**src/rtl/fg_pkg.sv**
```systemverilog
package fg_pkg;
  typedef enum logic [1:0] {
    OP_NONE = 2'd0,
    OP_BYTE = 2'd1,
    OP_PAGE = 2'd2,
    OP_ALL  = 2'd3
  } op_kind_t;
endpackage

```
**src/rtl/fg_range.sv**
```systemverilog
// Computes the inclusive address extent touched by the armed operation.
module fg_range
  import fg_pkg::*;
#(
  parameter int AW     = 16,
  parameter int PAGE_W = 6
) (
  input  logic [AW-1:0] addr,
  input  op_kind_t      kind,
  output logic [AW-1:0] lo,
  output logic [AW-1:0] hi
);
  always_comb begin
    case (kind)
      OP_PAGE: begin
        lo = {addr[AW-1:PAGE_W], {PAGE_W{1'b0}}};
        hi = {addr[AW-1:PAGE_W], {PAGE_W{1'b1}}};
      end
      OP_ALL: begin
        lo = '0;
        hi = '1;
      end
      default: begin
        lo = addr;
        hi = addr;
      end
    endcase
  end
endmodule

```
**src/rtl/fg_lock.sv**
```systemverilog
// Compares an extent against the ranges locked by a protect nibble.
module fg_lock #(
  parameter int AW        = 16,
  parameter int NB        = 4,
  parameter int MAIN_BASE = 16'h7800,
  parameter int MAIN_END  = 16'h7FEF,
  parameter int STEP      = 16'h0080,
  parameter int VEC_BASE  = 16'hFFF0,
  parameter int PB_ADDR   = 16'hFFF0
) (
  input  logic [NB-1:0] bits,
  input  logic [AW-1:0] lo,
  input  logic [AW-1:0] hi,
  input  logic          tvolt,
  output logic          conflict,
  output logic          touch_pb
);
  localparam logic [AW-1:0] END_A = AW'(MAIN_END);
  localparam logic [AW-1:0] VEC_A = AW'(VEC_BASE);
  localparam logic [AW-1:0] PB_A  = AW'(PB_ADDR);

  function automatic logic [AW-1:0] bit_start(input int k);
    if (k == 0) return AW'(MAIN_BASE);
    return AW'(MAIN_BASE + (STEP << (k - 1)));
  endfunction

  logic          any_set;
  logic [AW-1:0] start;
  logic          hit_main, hit_vec;

  always_comb begin
    any_set = |bits;
    start   = END_A;
    for (int k = NB - 1; k >= 0; k--) begin
      if (bits[k]) start = bit_start(k);
    end
  end

  assign hit_main = any_set && (lo <= END_A) && (hi >= start);
  assign hit_vec  = any_set && (hi >= VEC_A) && !tvolt;
  assign touch_pb = (lo <= PB_A) && (hi >= PB_A);
  assign conflict = hit_main || hit_vec || (touch_pb && !tvolt);


  always_comb begin
    zero_nibble_open_chk: assert (!((bits == '0) && !touch_pb && conflict));
  end
endmodule

```
**src/rtl/fg_ctrl.sv**
```systemverilog
// Control bits, snapshot latch, snapshot validity and HVEN gating.
module fg_ctrl #(
  parameter int AW = 16,
  parameter int NB = 4
) (
  input  logic          clk,
  input  logic          rst_n,
  input  logic          wr_ctrl,
  input  logic          rd_prot,
  input  logic [2:0]    wbits,
  input  logic          whv,
  input  logic [AW-1:0] tgt_addr,
  input  logic [NB-1:0] prot_nib,
  input  logic          conflict_live,
  input  logic          conflict_snap,
  input  logic          touch_pb,
  input  logic          tvolt,
  output logic [NB-1:0] latch_q,
  output logic          pgm,
  output logic          erase,
  output logic          mass,
  output logic          hven
);
  logic          snap_valid;
  logic [AW-1:0] tgt_q;
  logic          tgt_chg, armed, hv_ok;
  logic [2:0]    cur_bits;

  assign cur_bits = {mass, erase, pgm};
  assign tgt_chg  = (tgt_addr != tgt_q);
  assign armed    = pgm ^ erase;
  assign hv_ok    = armed && snap_valid && !tgt_chg &&
                    (wbits == cur_bits) && !conflict_snap;

  // Snapshot latch and target tracker carry no reset.
  always_ff @(posedge clk) begin
    tgt_q <= tgt_addr;
    if (rd_prot) latch_q <= prot_nib;
  end

  always_ff @(posedge clk) begin
    if (!rst_n) begin
      pgm        <= 1'b0;
      erase      <= 1'b0;
      mass       <= 1'b0;
      hven       <= 1'b0;
      snap_valid <= 1'b0;
    end else begin
      if (tgt_chg) begin
        snap_valid <= 1'b0;
        hven       <= 1'b0;
      end
      if (wr_ctrl) begin
        {mass, erase, pgm} <= wbits;
        if (wbits != cur_bits) snap_valid <= 1'b0;
        hven <= whv && hv_ok;
      end else if (rd_prot && armed) begin
        snap_valid <= 1'b1;
        if (conflict_live) begin
          pgm   <= 1'b0;
          erase <= 1'b0;
          mass  <= 1'b0;
          hven  <= 1'b0;
        end
      end
    end
  end


  hv_needs_snap_chk: assert property (@(posedge clk) disable iff (!rst_n)
    $rose(hven) |-> ($past(snap_valid) && !$past(conflict_snap)));

  hv_single_op_chk: assert property (@(posedge clk) disable iff (!rst_n)
    hven |-> (pgm ^ erase));

  read_conflict_clears_chk: assert property (@(posedge clk) disable iff (!rst_n)
    (rd_prot && !wr_ctrl && armed && conflict_live) |=> (!pgm && !erase && !hven));

  tgt_change_kills_chk: assert property (@(posedge clk) disable iff (!rst_n)
    tgt_chg |=> !hven);

  tvolt_gate_chk: assert property (@(posedge clk) disable iff (!rst_n)
    $rose(hven) |-> ($past(tvolt) || !$past(touch_pb)));

  hv_drop_chk: assert property (@(posedge clk) disable iff (!rst_n)
    (wr_ctrl && !whv) |=> !hven);
endmodule

```
**src/rtl/flash_guard.sv**
```systemverilog
module flash_guard
  import fg_pkg::*;
#(
  parameter int AW        = 16,
  parameter int DW        = 8,
  parameter int NB        = 4,
  parameter int PAGE_W    = 6,
  parameter int CTRL_ADDR = 16'hFE08,
  parameter int PROT_ADDR = 16'hFFF0,
  parameter int MAIN_BASE = 16'h7800,
  parameter int MAIN_END  = 16'h7FEF,
  parameter int STEP      = 16'h0080,
  parameter int VEC_BASE  = 16'hFFF0
) (
  input  logic          clk,
  input  logic          rst_n,
  input  logic          bus_sel,
  input  logic          bus_we,
  input  logic [AW-1:0] bus_addr,
  input  logic [DW-1:0] bus_wdata,
  output logic [DW-1:0] bus_rdata,
  input  logic [DW-1:0] prot_byte,
  input  logic [AW-1:0] tgt_addr,
  input  logic          tvolt,
  output logic          pgm,
  output logic          erase,
  output logic          mass,
  output logic          hv_en
);
  localparam logic [AW-1:0] CTRL_A = AW'(CTRL_ADDR);
  localparam logic [AW-1:0] PROT_A = AW'(PROT_ADDR);
  localparam int NSRC = 2;

  logic          wr_ctrl, rd_ctrl, rd_prot;
  logic [NB-1:0] latch_q;
  logic [NB-1:0] src_bits [NSRC];
  logic          src_conf [NSRC];
  logic          src_pb   [NSRC];
  op_kind_t      kind;
  logic [AW-1:0] t_lo, t_hi;

  assign wr_ctrl = bus_sel && bus_we && (bus_addr == CTRL_A);
  assign rd_ctrl = bus_sel && !bus_we && (bus_addr == CTRL_A);
  assign rd_prot = bus_sel && !bus_we && (bus_addr == PROT_A);

  always_comb begin
    if (pgm && !erase)      kind = OP_BYTE;
    else if (erase && !pgm) kind = mass ? OP_ALL : OP_PAGE;
    else                    kind = OP_NONE;
  end

  fg_range #(.AW(AW), .PAGE_W(PAGE_W)) u_range (
    .addr (tgt_addr),
    .kind (kind),
    .lo   (t_lo),
    .hi   (t_hi)
  );

  // Source 0: byte on the bus right now; source 1: captured snapshot.
  assign src_bits[0] = prot_byte[NB-1:0];
  assign src_bits[1] = latch_q;

  for (genvar g = 0; g < NSRC; g++) begin : g_lock
    fg_lock #(
      .AW(AW), .NB(NB), .MAIN_BASE(MAIN_BASE), .MAIN_END(MAIN_END),
      .STEP(STEP), .VEC_BASE(VEC_BASE), .PB_ADDR(PROT_ADDR)
    ) u_lock (
      .bits     (src_bits[g]),
      .lo       (t_lo),
      .hi       (t_hi),
      .tvolt    (tvolt),
      .conflict (src_conf[g]),
      .touch_pb (src_pb[g])
    );
  end

  fg_ctrl #(.AW(AW), .NB(NB)) u_ctrl (
    .clk           (clk),
    .rst_n         (rst_n),
    .wr_ctrl       (wr_ctrl),
    .rd_prot       (rd_prot),
    .wbits         (bus_wdata[2:0]),
    .whv           (bus_wdata[3]),
    .tgt_addr      (tgt_addr),
    .prot_nib      (prot_byte[NB-1:0]),
    .conflict_live (src_conf[0]),
    .conflict_snap (src_conf[1]),
    .touch_pb      (src_pb[1]),
    .tvolt         (tvolt),
    .latch_q       (latch_q),
    .pgm           (pgm),
    .erase         (erase),
    .mass          (mass),
    .hven          (hv_en)
  );

  always_comb begin
    bus_rdata = '0;
    if (rd_prot)      bus_rdata[NB-1:0] = prot_byte[NB-1:0];
    else if (rd_ctrl) bus_rdata[3:0]    = {hv_en, mass, erase, pgm};
  end


  always_comb begin
    rsvd_zero_chk: assert (!(rd_prot && (bus_rdata[DW-1:NB] != '0)));
  end
endmodule

```
**config.mk**
```make
export PLATFORM = sky130hd
export DESIGN_NAME = flash_guard
export DESIGN_NICKNAME = d
export VERILOG_FILES = /design/src/rtl/fg_pkg.sv /design/src/rtl/fg_range.sv /design/src/rtl/fg_lock.sv /design/src/rtl/fg_ctrl.sv /design/src/rtl/flash_guard.sv
export SDC_FILE = /design/constraint.sdc
export NUM_CORES = 1
export LEC_CHECK = 0
export BUFFER_PORTS_ARGS = -buffer_cell sky130_fd_sc_hd__buf_2
export CORE_MARGIN = 1.5
export CORE_UTILIZATION = 45
export CTS_CLUSTER_DIAMETER = 150
export DETAILED_ROUTE_END_ITERATION = 8
export HOLD_SLACK_MARGIN = 0.15
export PLACE_DENSITY = 0.82
export SETUP_SLACK_MARGIN = 0.5
export SLEW_MARGIN = 5
export SYNTH_ARGS = -nofsm -noshare
export SYNTH_HDL_FRONTEND = slang
export SYNTH_SLANG_ARGS = --single-unit
```
**constraint.sdc**
```tcl
create_clock -name clk -period 2.5 [get_ports clk]
set_input_delay 0.375 -clock clk [delete_from_list [all_inputs] [get_ports clk]]
set_output_delay 0.375 -clock clk [all_outputs]
set_load 0.01 [all_outputs]
```
==> results by group, run 1 <==
Floorplan
  • Die width: 67.15 um
  • Starting Density: 46.63%
  • Row cnt: 23
  • Area of the core region: 0.003971 mm^2
  • IO Pins: 65
  • Vert. Die Dim: 67.15 um
  • DIE AREA: 0.004509 mm^2

Setup path
  • Worst path slowest cell: dfxtp_4
  • Worst r2r src: u_ctrl.erase
  • Critical path arrival: 2.80 ns
  • CP Class: flip-flop to flip-flop
  • Startpoint types: flip-flop
  • Cell family with most CP delay: compound AO/OA/AOI/OAI gates
  • Worst path bufs/invs: 2
  • CP Launch Point: u_ctrl.erase
  • Required time worst endpoint: 2.71 ns
  • Critical-path maximum fanout: 5
  • CP Cell Sequence: inv_4, ha_4, or3b_4, nand2_4, a21o_1, buf_4, ha_1, o311a_1, a21oi_2, o21ai_1, o311ai_2, a211oi_2, o22ai_2
  • Crit end category: flip-flop
  • Max incr delay on CP: 0.41 ns

Logic synthesis
  • Post-Synthesis Cell Area: 0.001852 mm^2
  • Sequential fraction of the synthesis area: 29.19%
  • Flops & latches, synth: 25
  • Synthesized instance count: 198
  • Most used DFF post-synth: dfxtp_1
  • Synth warn: 0
  • Ys async rst share: 0%
  • Post-synthesis cell type count: 52
  • Avg Synthesized Cell Area: 9.352 um^2
  • Number of synthesized flops with an enable pin: 4

Placed design
  • GPL Wtd Cong: 0.8050
  • Dpl hpwl: 3.795 mm
  • Placement Cell Area: 0.002419 mm^2
  • PortBufs: 52
  • Inst Count DP: 321

Pwr
  • Sequential cell fraction of total power: 48.0%
  • Pwr Density: 333.7 mW/mm^2
  • Sw Ratio: 27.73%
  • Logic pwr share: 22.9%
  • Clock share of power: 29.0%
  • Peak supply drop: 0.1874 mV
  • Cell Int Power: 0.0006403 W
  • NetSw: 0.0002457 W
  • Static leakage: 1.161 nW

Run status
  • Failing checks: setup timing
  • Status: finished, violations left

Timing
  • Min cycle time layout: 2.595 ns
  • Max_slew headroom: 66.05%
  • Final Skew: 0.006301 ns
  • Slew at the pin closest to its max-slew limit: 0.5027 ns
  • Fmax: 385.3 MHz
  • Final hold violation count: 0
  • Final-report setup violation count: 4
  • Period utilization: 103.8%
  • RSZ-0062 raised after global routing: true
  • Setup ws final: -0.09525 ns
  • Hold Slack: 0.2406 ns
  • Max Slew Vio Count: 0

Global route
  • First-pass GRT wire length: 8.190 mm
  • GRT overflow: 0
  • Largest net degree at the start of global routing: 17
  • Vias in the first global route: 1864
  • GRT Total Usage: 23.94%
  • Initial antenna violation count: 0

Route
  • Final WL: 5.091 mm
  • Drt via density: 5.577
  • Number of vias in the routed layout: 1846
  • Initial DRC count: 123
  • Wire length per cell: 15.38 um
  • Drc violations: 0
  • Routed Antenna Nets: 0
  • Pre-antenna DRT Iters: 4

Clock network
  • Clock buffer depth: 2
  • CTS sink cnt: 25
  • Htree depth: 1
  • Root Driver: clkbuf_8
  • CTS Hold Buffers Added: 0
  • CTS tree: yes
  • Worst-path clk slew: 0.10 ns
  • CTS buffer count: 3
  • Worst-Skew Late Latency: 0.28 ns

Cells and area
  • Ratio of cells with drive above 1 in the final layout: 43.77%
  • Area Growth Syn to Fin: 43.38%
  • Antenna cells: 0
  • Most common cell after layout, fill and taps aside: buf_2
  • Nets: 358
  • Most frequent cells in the layout: buf_2 (50), buf_4 (27), dfxtp_1 (19), xnor2_1 (16), ha_1 (16)
  • Design area: 0.002655 mm^2
  • Fin cells: 331

Hold path
  • Hold/Removal Path Class: input port to flip-flop
  • Min-Delay Startpoint: tgt_addr[13]

Flow run
  • Max Cap Viol: 0
[power by group through the flow]
| stage | combinational (W) | sequential [W] | clock [W] |
|---|---|---|---|
| 2_1_floorplan | 0.0000980 | 0.000434 | 0 |
| 3_3_place_gp | 0.000170 | 0.000434 | 0 |
| 3_5_place_dp | 0.000179 | 0.000435 | 0 |
| 4_1_cts | 0.000193 | 0.000426 | 0.000259 |
| 5_1_grt | 0.000222 | 0.000427 | 0.000278 |
| 6_report | 0.000203 | 0.000426 | 0.000257 |
[stage by stage]
stage | TNS (ns) | utilization, % | worst slack (ns) | power [W]
2_1_floorplan | 0 | - | 0.1018 | 0.0005320
3_3_place_gp | 0 | 60.90 | 0.01189 | 0.0006041
3_5_place_dp | -0.2401 | 60.90 | -0.07359 | 0.0006137
4_1_cts | -0.2568 | 65.69 | -0.07650 | 0.0008779
5_1_grt | -0.7992 | 66.86 | -0.2095 | 0.0009272
6_report | -0.2777 | 66.86 | -0.09525 | 0.0008860
[state kept, by name, summed over array words and instances (netlist names)]
name and flops:
u_ctrl.erase 1, u_ctrl.hven 1, u_ctrl.latch_q 4, u_ctrl.mass 1
u_ctrl.pgm 1, u_ctrl.snap_valid 1, u_ctrl.tgt_q 16
[synthesized netlist by cell type (2+ instances only)]
cell type	number	area, um^2
nor4_1	4	25.02
xor2_1	3	26.28
nand2_1	10	37.54
o21bai_1	4	30.03
edfxtp_1	4	120.1
xnor2_1	16	140.1
nor3_1	3	15.01
ha_1	23	287.8
nor2_1	9	33.78
or3_1	2	12.51
a21o_1	8	60.06
buf_4	4	30.03
o21ai_1	3	15.01
nand4b_1	2	17.52
nand2b_1	4	25.02
nand3_1	6	30.03
a22o_1	4	35.03
inv_1	8	30.03
o311a_1	2	20.02
nand4_1	8	50.05
dfxtp_1	21	420.4
and3_1	2	12.51
a31oi_1	3	18.77
o21ai_0	6	30.03
or2_2	4	25.02
a21oi_1	7	35.03
and4_1	3	26.28
[cells by family (layout without fill, tap and decap cells)]
kind of cell / Yosys count / after routing / share of synthesized area [%]
other cells: 1 / 4 / 0.2025
simple gates: 68 / 68 / 22.30
xor+xnor: 19 / 19 / 8.987
fa+ha+maj: 23 / 23 / 15.54
buf+inv: 13 / 93 / 3.446
compound gates: 49 / 49 / 20.34
flops: 25 / 25 / 29.19
[path summary, 6_finish.rpt]
| path | end | cells past startpoint | slack, ns |
|---|---|---|---|
| min reg2reg | u_ctrl.snap_valid | 2 | 0.47 |
| min | u_ctrl.tgt_q[13] | 1 | 0.24 |
| max | u_ctrl.hven | 13 | -0.1 |
| max reg2reg | u_ctrl.hven | 13 | -0.1 |
[routing by layer]
metal	track usage, %	vias up	routed length (um)
li1	-	911	-
met1	27.97	874	2085
met2	43.07	53	2717
met3	3.333	8	203
met4	10.97	0	85
met5	0	-	0
[what timing repair did]
action,CTS,global route
pin swaps,16,17
endpoints found under the setup margin,8,8
gates resized for setup,20,6
endpoints found under the hold margin,0,0
buffers inserted,4,2
gates cloned,0,0
[final cells by class]
| class | instances | area (um^2) |
|---|---|---|
| clock buffers | 3 | 41.29 |
| clock inverters | 1 | 8.758 |
| fillers | 296 | 1316 |
| inverters | 8 | 35.03 |
| multi-input cells | 163 | 1444 |
| flip-flops and latches | 25 | 548.0 |
| well taps | 50 | 62.56 |
| repair buffers | 81 | 515.5 |
Note: power is estimated with default switching activity, not from simulation.
==> run 2, diff against run 1 <==
- GPL_TIMING_DRIVEN: unset -> 0
==> run 2 against run 1 <==
The run still ends with setup timing left. Total power decreased by 2.7%. Sequential cell count did not move. First-iteration DRC count fell by 27%. Largest cell class unchanged. Core utilization down 4.4 points. Global-route usage fell by 3.1 points. Clock-buffer cell count unchanged. Sequential share of layout area rose by 1.5 points. Combinational power down 12%. Non-clock buffer count down 15. Largest power group unchanged. Worst hold slack lost 0.0024 ns. Via count down 2.8%. Register-to-register slack is essentially flat.
==> results by group, run 2 (same netlist as run 1, synthesis figures left out) <==
Floorplan
  • IO Pins: 65 (unchanged)
  • Die width: 67.15 um (unchanged)
  • Vert. Die Dim: 67.15 um (unchanged)
  • Area of the core region: 0.003971 mm^2 (unchanged)
  • DIE AREA: 0.004509 mm^2 (unchanged)
  • Starting Density: 46.63% (unchanged)
  • Row cnt: 23 (unchanged)

Timing
  • Setup TNS: -0.3235 ns (-0.04582 ns)
  • Final Skew: 0.002057 ns (-0.004244 ns)
  • Max_slew headroom: 54.64% (-11 points)
  • Fmax: 385.7 MHz (+0.10%)
  • Period utilization: 103.7% (-0.11 points)
  • Min cycle time layout: 2.593 ns (-0.002681 ns)
  • Final-report setup violation count: 4 (unchanged)
  • RSZ-0062 raised after global routing: true
  • Max Slew Vio Count: 0 (unchanged)
  • Setup ws final: -0.09257 ns (+0.002681 ns)
  • Final hold violation count: 0 (unchanged)
  • Slew at the pin closest to its max-slew limit: 0.6743 ns (+0.1715 ns)

Clock network
  • Worst-Skew Late Latency: 0.28 ns (about the same)
  • CTS sink cnt: 25 (unchanged)
  • CTS buffer count: 3 (unchanged)
  • Htree depth: 1 (unchanged)
  • Clock buffer depth: 2 (unchanged)
  • Root Driver: clkbuf_8
  • CTS tree: yes
  • Worst-path clk slew: 0.09 ns (about the same)
  • CTS Hold Buffers Added: 0 (unchanged)

Pwr
  • Clock share of power: 30.1% (+1.1 points)
  • Cell Int Power: 0.0006273 W (-2.0%)
  • Pwr Density: 347.5 mW/mm^2 (+4.1%)
  • Logic pwr share: 20.6% (-2.3 points)
  • Sw Ratio: 27.21% (-0.52 points)
  • Static leakage: 1.061 nW (-8.6%)
  • Peak supply drop: 0.1895 mV (+1.1%)
  • NetSw: 0.0002345 W (-4.6%)
  • Sequential cell fraction of total power: 49.3% (+1.3 points)

Placed design
  • GPL Wtd Cong: 0.8573 (+6.5%)
  • Placement Cell Area: 0.002265 mm^2 (-6.4%)
  • PortBufs: 52 (unchanged)
  • Dpl hpwl: 3.491 mm (-8.0%)
  • Inst Count DP: 303 (-5.6%)

Flow run
  • Max Cap Viol: 0 (unchanged)

Route
  • Initial DRC count: 90 (-27%)
  • Drc violations: 0 (unchanged)
  • Routed Antenna Nets: 0 (unchanged)
  • Pre-antenna DRT Iters: 4 (unchanged)
  • Drt via density: 5.677 (+1.8%)
  • Final WL: 4.638 mm (-8.9%)
  • Wire length per cell: 14.68 um (-4.6%)
  • Number of vias in the routed layout: 1794 (-2.8%)

Run status
  • Failing checks: setup timing
  • Status: finished, violations left

Setup path
  • CP Class: flip-flop to flip-flop
  • Startpoint types: flip-flop
  • Critical path arrival: 2.75 ns (-0.05 ns)
  • Max incr delay on CP: 0.43 ns (+0.02 ns)
  • Crit end category: flip-flop
  • CP Cell Sequence: inv_4, ha_4, or3b_4, nand2_4, a21o_1, ha_1, o211ai_1, o221ai_1, a41oi_2, a2111oi_4, o21ai_1
  • Critical-path maximum fanout: 6 (+1)
  • Worst path slowest cell: a2111oi_4
  • Required time worst endpoint: 2.66 ns (-0.05 ns)

Cells and area
  • Area Growth Syn to Fin: 33.92%
  • Largest Register: u_ctrl.tgt_q
  • Max FFs per register: 16 (unchanged)
  • Nets: 343 (-4.2%)
  • Register area: 548.0 um^2 (unchanged)
  • Ratio of cells with drive above 1 in the final layout: 38.35% (-5.4 points)
  • Largest regs: u_ctrl.tgt_q (16), u_ctrl.latch_q (4)
  • Fin cells: 316 (-4.5%)
  • Most frequent cells in the layout: buf_2 (50), dfxtp_1 (19), ha_1 (18), xnor2_1 (16), buf_4 (13)
  • Multi-input combinational cell area: 0.001400 mm^2 (-3.0%)
  • Fillers: 335 (+13%)
  • Design area: 0.002480 mm^2 (-6.6%)
  • Most common cell after layout, fill and taps aside: buf_2
  • Antenna cells: 0 (unchanged)

Global route
  • GRT overflow: 0 (unchanged)
  • Initial antenna violation count: 0 (unchanged)
  • First-pass GRT wire length: 7.203 mm (-12%)
  • Largest net degree at the start of global routing: 17 (unchanged)
  • Vias in the first global route: 1617 (-13%)
  • GRT Total Usage: 20.88% (-3.1 points)

Hold path
  • Hold/Removal Path Class: input port to flip-flop
==> run 2: metal layers <==
metal	vias to the layer above	track usage, %	part of all wire, %
met4	0	8.163	2.5
met1	829	25.39	42
met3	14	1.500	4.5
li1	885	-	-
met5	-	0	0
met2	66	38.12	51
==> run 2: worst max-delay path, delay by kind of cell (launching register included) <==
| family | cells | cell delay [ns] |
|---|---|---|
| compound gates | 6 | 1.21 |
| fa+ha+maj | 2 | 0.31 |
| buf+inv | 1 | 0.04 |
| flops | 1 | 0.40 |
| simple gates | 2 | 0.52 |
==> run 2: worst paths after layout <==
| kind | slack [ns] | startpoint | cells past startpoint | endpoint |
|---|---|---|---|---|
| min reg2reg | 0.49 | u_ctrl.snap_valid | 2 | u_ctrl.snap_valid |
| min | 0.24 | tgt_addr[5] | 1 | u_ctrl.tgt_q[5] |
| max | -0.09 | u_ctrl.erase | 11 | u_ctrl.mass |
| max reg2reg | -0.09 | u_ctrl.erase | 11 | u_ctrl.mass |
==> run 2: what timing repair did <==
action                                 4_1_cts  5_1_grt
resized for setup                           17        2
setup endpoints to repair                    8        8
pin swaps                                    4        3
endpoints found under the hold margin        0        0
buffers inserted                             7        2
==> run 2: final cells by class <==
cell class	instances	share of cell area (%)
Timing Repair Buffer	61	13.72
Inverter	8	1.413
Tap cell	50	2.523
Multi-Input combinational cell	163	56.46
Clock buffer	3	1.665
Clock inverter	1	0.3532
Buffer	5	1.766
Sequential cell	25	22.10
==> run 2: through the flow <==
stage | setup slack (ns) | utilization [%] | hold slack [ns] | total power (W)
finish | -0.09257 | 62.44 | 0.2382 | 0.0008617
global route | -0.2033 | 62.44 | 0.2409 | 0.0008950
CTS | -0.06316 | 62.00 | 0.2426 | 0.0008551
detailed placement | -0.3137 | 57.03 | 0.4785 | 0.0006046
global placement | -0.2361 | 57.03 | 0.4542 | 0.0005990
floorplan | 0.1018 | - | 0.4027 | 0.0005320
==> run 2: power groups by stage <==
stage	Sequential (W)	Combinational (W)	Clock [W]
floorplan	0.000434	0.0000980	0
global placement	0.000434	0.000165	0
detailed placement	0.000435	0.000170	0
CTS	0.000425	0.000176	0.000254
global route	0.000427	0.000197	0.000272
finish	0.000425	0.000178	0.000259
==> run 3, diff against run 2 <==
- ABC_AREA: unset -> 1
- CORE_UTILIZATION: 45 -> 47
- PLACE_DENSITY: 0.82 -> 0.83
==> run 3 against run 2 <==
The run now ends clean. Sequential share of layout area shrank 2.7 points. Critical path depth rose by 9. Non-clock buffer count is 5 higher. Combinational power grew 25%. Critical endpoint is now u_ctrl.pgm. Largest power group unchanged.
==> results by group, run 3 <==
Logic synthesis
  • Synth top area share: 20.00% (-2.7 points)
  • Top-count cell post-synth: nand2_1
  • Ys async rst share: 0% (unchanged)
  • Area leader, netlist: dfxtp_1
  • Commonest cells post-synth: nand2_1 (59), inv_1 (46), nor2_1 (30), ha_1 (23), dfxtp_1 (21)
  • Post-synthesis cell type count: 34 (-35%)
  • Synth warn: 0 (unchanged)
  • Largest cells by area after synthesis: dfxtp_1 (20%), ha_1 (14%), nand2_1 (11%)
  • Most used DFF post-synth: dfxtp_1
  • Flops & latches, synth: 25 (unchanged)
  • Avg Synthesized Cell Area: 7.007 um^2 (-25%)
  • Synthesized instance count: 300 (+52%)
  • Sequential fraction of the synthesis area: 25.71% (-3.5 points)
  • Number of synthesized flops with an enable pin: 4 (unchanged)
  • Post-Synthesis Cell Area: 0.002102 mm^2 (+14%)

Timing
  • Min cycle time layout: 2.472 ns (-0.1210 ns)
  • Fmax: 404.6 MHz (+4.9%)
  • Final Skew: 0.002628 ns (+0.0005706 ns)
  • RSZ-0062 raised after global routing: true
  • Final hold violation count: 0 (unchanged)
  • Max Slew Vio Count: 0 (unchanged)
  • Final-report setup violation count: 0 (-4)
  • Period utilization: 98.86% (-4.8 points)

Global route
  • Initial antenna violation count: 0 (unchanged)
  • Vias in the first global route: 2076 (+28%)
  • Largest net degree at the start of global routing: 14 (-3)
  • GRT overflow: 0 (unchanged)
  • GRT Total Usage: 21.55% (+0.67 points)
  • First-pass GRT wire length: 8.666 mm (+20%)

Route
  • Pre-antenna DRT Iters: 4 (unchanged)
  • Number of vias in the routed layout: 2178 (+21%)
  • Wire length per cell: 12.55 um (-14%)
  • Initial DRC count: 99 (+10%)
  • Final WL: 5.323 mm (+15%)
  • Routed Antenna Nets: 0 (unchanged)
  • Drt via density: 5.137 (-9.5%)
  • Drc violations: 0 (unchanged)

Cells and area
  • Nets: 449 (+31%)
  • Most common cell after layout, fill and taps aside: buf_2
  • Fillers: 385 (+15%)
  • Ratio of cells with drive above 1 in the final layout: 34.68% (-3.7 points)
  • Register area: 548.0 um^2 (unchanged)
  • Max FFs per register: 16 (unchanged)
  • Design area: 0.002826 mm^2 (+14%)
  • Largest Register: u_ctrl.tgt_q
  • Area Growth Syn to Fin: 34.46%
  • Most frequent cells in the layout: buf_2 (52), nand2_1 (49), inv_1 (39), nor2_1 (28), dfxtp_1 (19)
  • Antenna cells: 0 (unchanged)
  • Largest regs: u_ctrl.tgt_q (16), u_ctrl.latch_q (4)
  • Multi-input combinational cell area: 0.001562 mm^2 (+12%)

Setup path
  • CP Class: flip-flop to flip-flop
  • Critical path arrival: 2.68 ns (-0.07 ns)
  • RR Endpoint: u_ctrl.pgm
  • Worst reg2reg setup slack: 0.03 ns (+0.12 ns)
  • Critical-path maximum fanout: 6 (unchanged)
  • R2R cell count: 20 (+9)
  • Required time worst endpoint: 2.71 ns (+0.05 ns)
  • Worst r2r src: u_ctrl.erase
  • Startpoint types: flip-flop
  • Crit end category: flip-flop

Clock network
  • CTS sink cnt: 25 (unchanged)
  • Htree depth: 1 (unchanged)
  • Worst-path clk slew: 0.09 ns (about the same)
  • CTS Hold Buffers Added: 0 (unchanged)
  • Clock buffer depth: 2 (unchanged)
  • CTS buffer count: 3 (unchanged)
  • Root Driver: clkbuf_8
  • Worst-Skew Late Latency: 0.27 ns (about the same)
  • CTS tree: yes

Hold path
  • Endpoint, Worst Hold: u_ctrl.tgt_q[3]
  • Hold/Removal Path Class: input port to flip-flop
  • Hold depth: 1 (unchanged)
  • Min-Delay Startpoint: tgt_addr[3]

Pwr
  • Static leakage: 1.304 nW (+23%)
  • Total power: 0.0008914 W (+3.4%)
  • Pwr Density: 315.4 mW/mm^2 (-9.2%)
  • Peak supply drop: 0.1949 mV (+2.8%)

Run status
  • Status: finished clean

Floorplan
  • Starting Density: 48.61% (+2.0 points)
  • IO Pins: 65 (unchanged)
  • Row cnt: 24 (+4.3%)
  • Area of the core region: 0.004324 mm^2 (+8.9%)
  • Vert. Die Dim: 69.88 um (+4.1%)
  • DIE AREA: 0.004883 mm^2 (+8.3%)
  • Die width: 69.88 um (+4.1%)

Placed design
  • GPL Wtd Cong: 0.8896 (+3.8%)
  • Placement Cell Area: 0.002495 mm^2 (+10%)
  • Dpl hpwl: 3.981 mm (+14%)
  • PortBufs: 52 (unchanged)

Flow run
  • Max Cap Viol: 0 (unchanged)
-- run 3: cell count changes in the layout (fill, tap and decap cells not counted), moves of 5 or more --
cell / before / now
nor2_1: 7 / 28
inv_1: 6 / 39
a21o_1: 8 / 2
nand2_1: 8 / 49
nand3_1: 6 / 13
nand3_2: 0 / 8
nand2_2: 1 / 10
inv_2: 0 / 5
a21oi_1: 6 / 11
-- run 3: report_power, final --
part	switching, W	internal [W]
Sequential	0.00000564	0.000420
Combinational	0.000120	0.000103
Clock	0.000130	0.000114
-- run 3: how the worst max path moves through the flow --
stage	from	to	slack, ns
finish	u_ctrl.erase	u_ctrl.pgm	0.03
global route	u_ctrl.erase	u_ctrl.pgm	-0.14
CTS	u_ctrl.erase	u_ctrl.erase	0.08
detailed placement	prot_byte[1]	u_ctrl.erase	-0.18
global placement	prot_byte[1]	u_ctrl.pgm	-0.03
floorplan	u_ctrl.erase	u_ctrl.pgm	0.26
-- run 3: critical path, cell delays in order (launching register included) --
cell and delay [ns]:
dfxtp_4 0.41, inv_4 0.05, ha_4 0.14, inv_2 0.05, nand3_2 0.09, nand2_4 0.08
buf_6 0.14, inv_4 0.04, o21ai_4 0.19, ha_4 0.23, nand2_2 0.07, nand2_2 0.05
a21oi_2 0.12, nor2_1 0.07, a21oi_2 0.13, nand3_1 0.09, nand2_1 0.08, nand2_2 0.07
nand3_4 0.09, nand3_2 0.08, a21oi_2 0.13
-- run 3: logic make-up (layout without fill, tap and decap cells) --
group           after synthesis  after routing  synth area share (%)
simple gates                138            138                 29.76
fa+ha+maj                    23             23                 13.69
other cells                   1              4                0.1784
xor+xnor                     18             18                 7.500
buf+inv                      54            123                 11.13
compound gates               41             41                 12.02
flops                        25             25                 25.71
-- run 3: layout make-up --
class	instances	area share, %
inverter	48	6.817
tap	52	2.302
multi-input combinational	224	55.25
sequential	25	19.39
clock buffer	4	1.594
timing repair buffer	65	12.79
buffer	6	1.859
-- run 3: routing by layer --
layer / vias up / GRT usage, % / routed length (um)
met1: 988 / 26.17 / 2276
met4: 0 / 5.769 / 55
li1: 1124 / - / -
met3: 7 / 3.175 / 258
met2: 59 / 39.47 / 2733
met5: - / 0 / 0
-- run 3: repair_timing --
item                                    in CTS  in global routing
pin swaps                                   14                  8
buffers inserted                             9                  4
endpoints found under the setup margin       4                  5
gates resized for setup                     30                 13
-- run 3: stage by stage --
stage                     instances  TNS, ns  utilization [%]  hold slack [ns]  setup slack [ns]
final                           424        0            65.36           0.2399           0.02844
after global routing            424  -0.4611            65.36           0.2405           -0.1441
after CTS                       420        0            63.63           0.2427           0.07636
after detailed placement        407  -0.7119            57.70           0.5189           -0.1829
after global placement          407  -0.1071            57.70           0.5186          -0.03131
after floorplan                 303        0                -           0.4027            0.2585
